===== src/rtl/tce_pkg.sv =====
package tce_pkg;
  localparam int CTRL_W = 5;
  localparam int STIM_W = 1;

  // Field order: the LSB of the packed struct is control bit 0.
  typedef struct packed {
    logic in_sel;   // bit 4: primary input from stimulus register
    logic srst;     // bit 3: peripheral soft reset
    logic win_mode; // bit 2: enable only on window hits
    logic step;     // bit 1: stepped clock-enable
    logic test;     // bit 0: test mode
  } ctrl_t;
endpackage


===== src/rtl/tce_decode.sv =====
module tce_decode #(
  parameter int ADDR_W    = 12,
  parameter int CTRL_OFF  = 'h80,
  parameter int STIM_OFF  = 'h88,
  parameter int WIN_BASE  = 'h40,
  parameter int WIN_WORDS = 16
) (
  input  logic [ADDR_W-1:0] addr,
  output logic              hit_ctrl,
  output logic              hit_stim,
  output logic              hit_win
);
  localparam int WIN_BYTES = WIN_WORDS * 4;
  localparam int WIN_END   = WIN_BASE + WIN_BYTES - 1;
  localparam bit WIN_POW2  = ((WIN_BYTES & (WIN_BYTES - 1)) == 0) &&
                             ((WIN_BASE % WIN_BYTES) == 0);
  localparam int SH        = $clog2(WIN_BYTES);

  logic [ADDR_W-3:0] word;
  assign word     = addr[ADDR_W-1:2];
  assign hit_ctrl = (word == ADDR_W'(CTRL_OFF) >> 2) ? 1'b1 : 1'b0;
  assign hit_stim = (word == ADDR_W'(STIM_OFF) >> 2) ? 1'b1 : 1'b0;

  generate
    if (WIN_POW2) begin : g_mask
      assign hit_win = ((addr >> SH) == (ADDR_W'(WIN_BASE) >> SH));
    end else begin : g_range
      assign hit_win = (addr >= ADDR_W'(WIN_BASE)) && (addr <= ADDR_W'(WIN_END));
    end
  endgenerate
endmodule


===== src/rtl/tce_regs.sv =====
module tce_regs
  import tce_pkg::*;
#(
  parameter int DATA_W = 32
) (
  input  logic              clk,
  input  logic              rst,
  input  logic              wr_ctrl,
  input  logic              wr_stim,
  input  logic [DATA_W-1:0] wdata,
  output ctrl_t             ctrl_q,
  output logic              stim_q
);
  logic unused_hi;
  assign unused_hi = ^wdata[DATA_W-1:CTRL_W];

  always_ff @(posedge clk) begin
    if (rst) begin
      ctrl_q <= '0;
      stim_q <= 1'b0;
    end else begin
      if (wr_ctrl) ctrl_q <= ctrl_t'(wdata[CTRL_W-1:0]);
      if (wr_stim) stim_q <= wdata[0];
    end
  end

  AST_STIM_HOLD: assert property (@(posedge clk) disable iff (rst)
    !wr_stim |=> $stable(stim_q)) else $error("stim changed without write");
endmodule


===== src/rtl/tce_clken.sv =====
module tce_clken (
  input  logic clk,
  input  logic rst,
  input  logic test,
  input  logic step,
  input  logic win_mode,
  input  logic psel,
  input  logic penable,
  input  logic hit_win,
  output logic clk_en
);
  logic access;
  logic stepping;
  assign access   = psel & penable;
  assign stepping = test & step;

  always_comb begin
    if (!stepping)     clk_en = 1'b1;
    else if (win_mode) clk_en = access & hit_win;
    else               clk_en = access;
  end

  AST_FREE_RUN: assert property (@(posedge clk) disable iff (rst)
    !(test && step) |-> clk_en) else $error("enable dropped in normal mode");
  AST_PULSE_IN_ACCESS: assert property (@(posedge clk) disable iff (rst)
    (test && step && clk_en) |-> (psel && penable)) else $error("pulse outside access");
  AST_WIN_ONLY: assert property (@(posedge clk) disable iff (rst)
    (test && step && win_mode && clk_en) |-> hit_win) else $error("pulse off window");
endmodule


===== src/rtl/tce_top.sv =====
module tce_top
  import tce_pkg::*;
#(
  parameter int ADDR_W    = 12,
  parameter int DATA_W    = 32,
  parameter int CTRL_OFF  = 'h80,
  parameter int STIM_OFF  = 'h88,
  parameter int WIN_BASE  = 'h40,
  parameter int WIN_WORDS = 16
) (
  input  logic              clk,
  input  logic              rst,
  input  logic              psel,
  input  logic              penable,
  input  logic              pwrite,
  input  logic [ADDR_W-1:0] paddr,
  input  logic [DATA_W-1:0] pwdata,
  output logic [DATA_W-1:0] prdata,
  input  logic              ext_in,
  output logic              clk_en,
  output logic              soft_rst,
  output logic              prim_in
);
  logic  hit_ctrl, hit_stim, hit_win;
  logic  wr_go;
  ctrl_t ctrl_q;
  logic  stim_q;

  tce_decode #(
    .ADDR_W(ADDR_W), .CTRL_OFF(CTRL_OFF), .STIM_OFF(STIM_OFF),
    .WIN_BASE(WIN_BASE), .WIN_WORDS(WIN_WORDS)
  ) u_dec (
    .addr(paddr), .hit_ctrl(hit_ctrl), .hit_stim(hit_stim), .hit_win(hit_win)
  );

  assign wr_go = psel & penable & pwrite;

  tce_regs #(.DATA_W(DATA_W)) u_regs (
    .clk(clk), .rst(rst),
    .wr_ctrl(wr_go & hit_ctrl), .wr_stim(wr_go & hit_stim),
    .wdata(pwdata), .ctrl_q(ctrl_q), .stim_q(stim_q)
  );

  tce_clken u_en (
    .clk(clk), .rst(rst),
    .test(ctrl_q.test), .step(ctrl_q.step), .win_mode(ctrl_q.win_mode),
    .psel(psel), .penable(penable), .hit_win(hit_win), .clk_en(clk_en)
  );

  always_comb begin
    prdata = '0;
    if (psel && !pwrite) begin
      if (hit_ctrl)      prdata[CTRL_W-1:0] = ctrl_q;
      else if (hit_stim) prdata[0]          = stim_q;
    end
  end

  assign soft_rst = ctrl_q.srst;
  assign prim_in  = ctrl_q.in_sel ? stim_q : ext_in;

  AST_WIN_READ_ZERO: assert property (@(posedge clk) disable iff (rst)
    (psel && !pwrite && hit_win) |-> (prdata == '0)) else $error("window read nonzero");
  AST_WIN_WRITE_KEEPS: assert property (@(posedge clk) disable iff (rst)
    (wr_go && hit_win) |=> ($stable(ctrl_q) && $stable(stim_q))) else $error("window write stored");
  AST_SRST_FOLLOWS: assert property (@(posedge clk) disable iff (rst)
    (wr_go && hit_ctrl) |=> (soft_rst == $past(pwdata[3]))) else $error("soft reset mismatch");
  AST_RSVD_ZERO: assert property (@(posedge clk) disable iff (rst)
    (psel && !pwrite) |-> (prdata[DATA_W-1:CTRL_W] == '0)) else $error("reserved bits nonzero");
endmodule


===== config.mk =====
export PLATFORM = sky130hd
export DESIGN_NAME = tce_top
export DESIGN_NICKNAME = d
export VERILOG_FILES = /design/src/rtl/tce_pkg.sv /design/src/rtl/tce_decode.sv /design/src/rtl/tce_regs.sv /design/src/rtl/tce_clken.sv /design/src/rtl/tce_top.sv
export SDC_FILE = /design/constraint.sdc
export NUM_CORES = 1
export LEC_CHECK = 0
export BUFFER_PORTS_ARGS = -buffer_cell sky130_fd_sc_hd__clkbuf_2
export CAP_MARGIN = 20
export CORE_UTILIZATION = 31
export DETAILED_ROUTE_END_ITERATION = 6
export GPL_TIMING_DRIVEN = 0
export HOLD_SLACK_MARGIN = 0.12
export PLACE_DENSITY_LB_ADDON = 0.12
export SLEW_MARGIN = 20
export SYNTH_ARGS = -nofsm -noshare
export SYNTH_HDL_FRONTEND = slang
export SYNTH_SLANG_ARGS = --single-unit

===== constraint.sdc =====
create_clock -name clk -period 1.23 [get_ports clk]
set_input_delay 0.0615 -clock clk [delete_from_list [all_inputs] [get_ports clk]]
set_output_delay 0.0615 -clock clk [all_outputs]
set_load 0.02 [all_outputs]

==> summary.md <==
| Metric | Value |
|---|---|
| Post-Syn Area | roughly 650 sq um |
| Hold path start | rst |
| Switching Fraction | approximately a third |
| Reg clk slew, reported paths | around 0.04 ns |
| CP arrival | 1.37 ns |
| Setup WS pre-CTS | -0.212 ns |
| Dpl cell area | between 900 and 1000 sq um |
| Port bufs | 28 |
| Syn Inst Count | between 70 and 80 |
| Clk_lat worst skew | around 0.24 ns |
| Crit path capture | prdata[4] |
| Post-synth top area share | 31.3% |
| Largest net degree at the start of global routing | 11 |
| Initial Util | between 30% and 40% |
| Row count | 16 |
| Die width | between 40 and 50 um |
| Synth cell types | 23 |
| Cell taking the most area after synthesis | buf_4 |
| Clock Power Share | between 20 and 30% |
| Commonest non-fill, non-tap cell in the layout | buf_4 |
| Setup violations, final | 5 |
| Combinational Power Share | between 30% and 40% |
| Critical Path Fanout Max | 4 |
| PwrDens | 573 nW/um^2 |
| RR Startpoint | u_regs.ctrl_q[1] |
| Critical register-to-register path endpoint | u_regs.ctrl_q[1] |
| Final hold violations | 0 |
| # fillers | between 200 and 250 |
| Final instance area | approximately 1100 sq um |
| Fin. max-slew vios | 0 |
| DR vias | ~620 |
| Fin util | 54.5% |
| Failing checks | setup timing |
| Post-DRT Antenna Nets | 0 |
| Setup CP Type | in2out |
| Static Leak | 0.573 nW |
| Worst setup EP type | output port |
| Skew final | 0 ns |
| Share of cells above drive strength 1 | between 40 and 50% |
| TritonCTS Buffers | 3 |
| Warnings, synthesis | 0 |
| Achievable Freq | approximately 0.70 GHz |
| Reg2reg path depth | 2 |
| Drt first pass iters | 5 |
| Syn avg cell area | ~8.6 sq um |
| Min Clock Period, post-route | 1.43 ns |
| GPL Wtd Cong | roughly 0.64 |
| Antenna violations before repair | 0 |
| Die span in y | 47.7 um |
| CTS tree | yes |
| Max cap viols | 0 |
| Int Power | 419 uW |
| H-tree levels | 1 |
| N_diodes | 0 |
| Core ar. | ~2000 sq um |
| Layout Nets | roughly 190 |
| Flops & latches, synth | 6 |
| Worst Path Required | between 1 and 1.5 ns |
| Vias in the first global route | about 520 |
| Final period utilization | 117% |
| I/O pins | 85 |
| Most frequent cells in the layout | buf_4 (30), conb_1 (27), clkbuf_2 (22) |
| Worst IR drop on VDD | 0.360 mV |
| Die ar. | between 2000 and 2500 sq um |
| Outcome | finished with violations |
| Drc violations | 0 |
| First-pass GRT wire length | approximately 2100 um |
| R2r setup slk | around 0.62 ns |
| CTS root buf | clkbuf_4 |
| Switch Pwr | slightly below 200 uW |
| HPWL Detailed | roughly 1100 um |
| WL/cell | 8.46 um |
| Syn-to-layout area delta | 65.2% |
| CP Launch Type | input pin |
| Sequential Power Share | between 30% and 40% |
| Initial DRC Count | 5 |
| Seq/Total Area, Yosys | 18.6% |
| Worst hold path class | in2reg |
| Fin worst setup slack | -0.203 ns |
| Vias/cell | roughly 3.7 |
| Remaining global-route overflow | 0 |
| Clock Sinks | 6 |
| Setup repair after global routing missed its margin | yes |
| Routed wire length | 1400 um |
| Main area contributors after synthesis | buf_4 (31%), dfxtp_1 (19%), mux2i_1 (11%) |
| GRT Overall Usage | about 13% |
| CP startpoint | paddr[10] |
| CTS Buffer Depth | 2 |
-- metrics by stage --
step	hold slack (ns)	std cells	total power, mW	setup TNS (ns)
after CTS	0.138	166	0.616	-0.799
after detailed placement	0.313	156	0.410	-1.12
final	0.148	166	0.612	-0.819
after global routing	0.154	166	0.655	-1.05
after global placement	0.308	156	0.409	-1.12
after floorplan	0.217	101	0.365	0
-- critical path, cell delays in order --
cell and delay, ns:
buf_6 0.09, or4b_4 0.55, nor4_4 0.32, and2_1 0.20, clkbuf_8 0.15
-- synth_stat cells --
master	count
a21boi_0	1
and2_1	4
and4_1	2
and4b_1	1
buf_2	1
buf_4	27
clkbuf_1	1
conb_1	1
dfxtp_1	6
mux2_2	1
mux2i_1	7
nand2_1	1
nand2b_1	11
nand4_1	1
nor2_1	1
nor3_1	1
nor4_1	1
nor4_4	1
nor4b_1	2
o211ai_1	1
or3_1	1
or4b_1	1
or4b_4	1
-- routing by layer --
| layer | GRT usage [%] | vias to the layer above | share of wire (%) |
|---|---|---|---|
| li1 | - | 333 | - |
| met1 | 16.1 | 248 | 44 |
| met2 | 22.2 | 41 | 46 |
| met3 | 3.40 | 0 | 10 |
| met4 | 6.67 | 0 | 0 |
| met5 | 0 | - | 0 |
-- worst min-delay path by stage --
stage	endpoint	cells after the start	slack, ns
final	u_regs.ctrl_q[0]	3	0.15
after global placement	u_regs.ctrl_q[4]	3	0.31
after floorplan	u_regs.ctrl_q[1]	2	0.22
after global routing	u_regs.stim_q	3	0.15
after CTS	u_regs.ctrl_q[0]	3	0.14
after detailed placement	u_regs.ctrl_q[3]	3	0.31
-- flip-flops by register name, summed over array words and instances (netlist names) --
signal	count
u_regs.ctrl_q	5
u_regs.stim_q	1
-- final cells by class --
cell class	instances	area, sq um	share of cell area (%)
repair buffers	35	249	23.3
flip-flops and latches	6	120	11.2
plain buffers	29	211	19.8
well taps	27	33.8	3.16
multi-input cells	66	432	40.4
clock buffers	3	22.5	2.11
-- power by group through the flow --
stage | registers [mW] | clock network, mW | logic (mW)
finish | 0.195 | 0.181 | 0.236
floorplan | 0.199 | 0 | 0.167
detailed placement | 0.199 | 0 | 0.212
CTS | 0.195 | 0.192 | 0.229
global route | 0.195 | 0.200 | 0.260
global placement | 0.199 | 0 | 0.210
-- timing repair --
action,CTS,global route
pin swaps,4,0
hold buffers,5,0
gates resized for setup,9,4
setup endpoints to repair,5,5
endpoints found under the hold margin,6,0
setup buffers,2,0
-- kinds of logic after synthesis --
family | Yosys count | synth area share [%]
buffers and inverters | 29 | 32.7
other | 1 | 0.580
muxes | 8 | 12.6
DFF | 6 | 18.6
and+or+nand+nor | 29 | 33.3
AOI/OAI and AO/OA | 2 | 2.32
No activity file was read; power rests on OpenSTA's default activity.
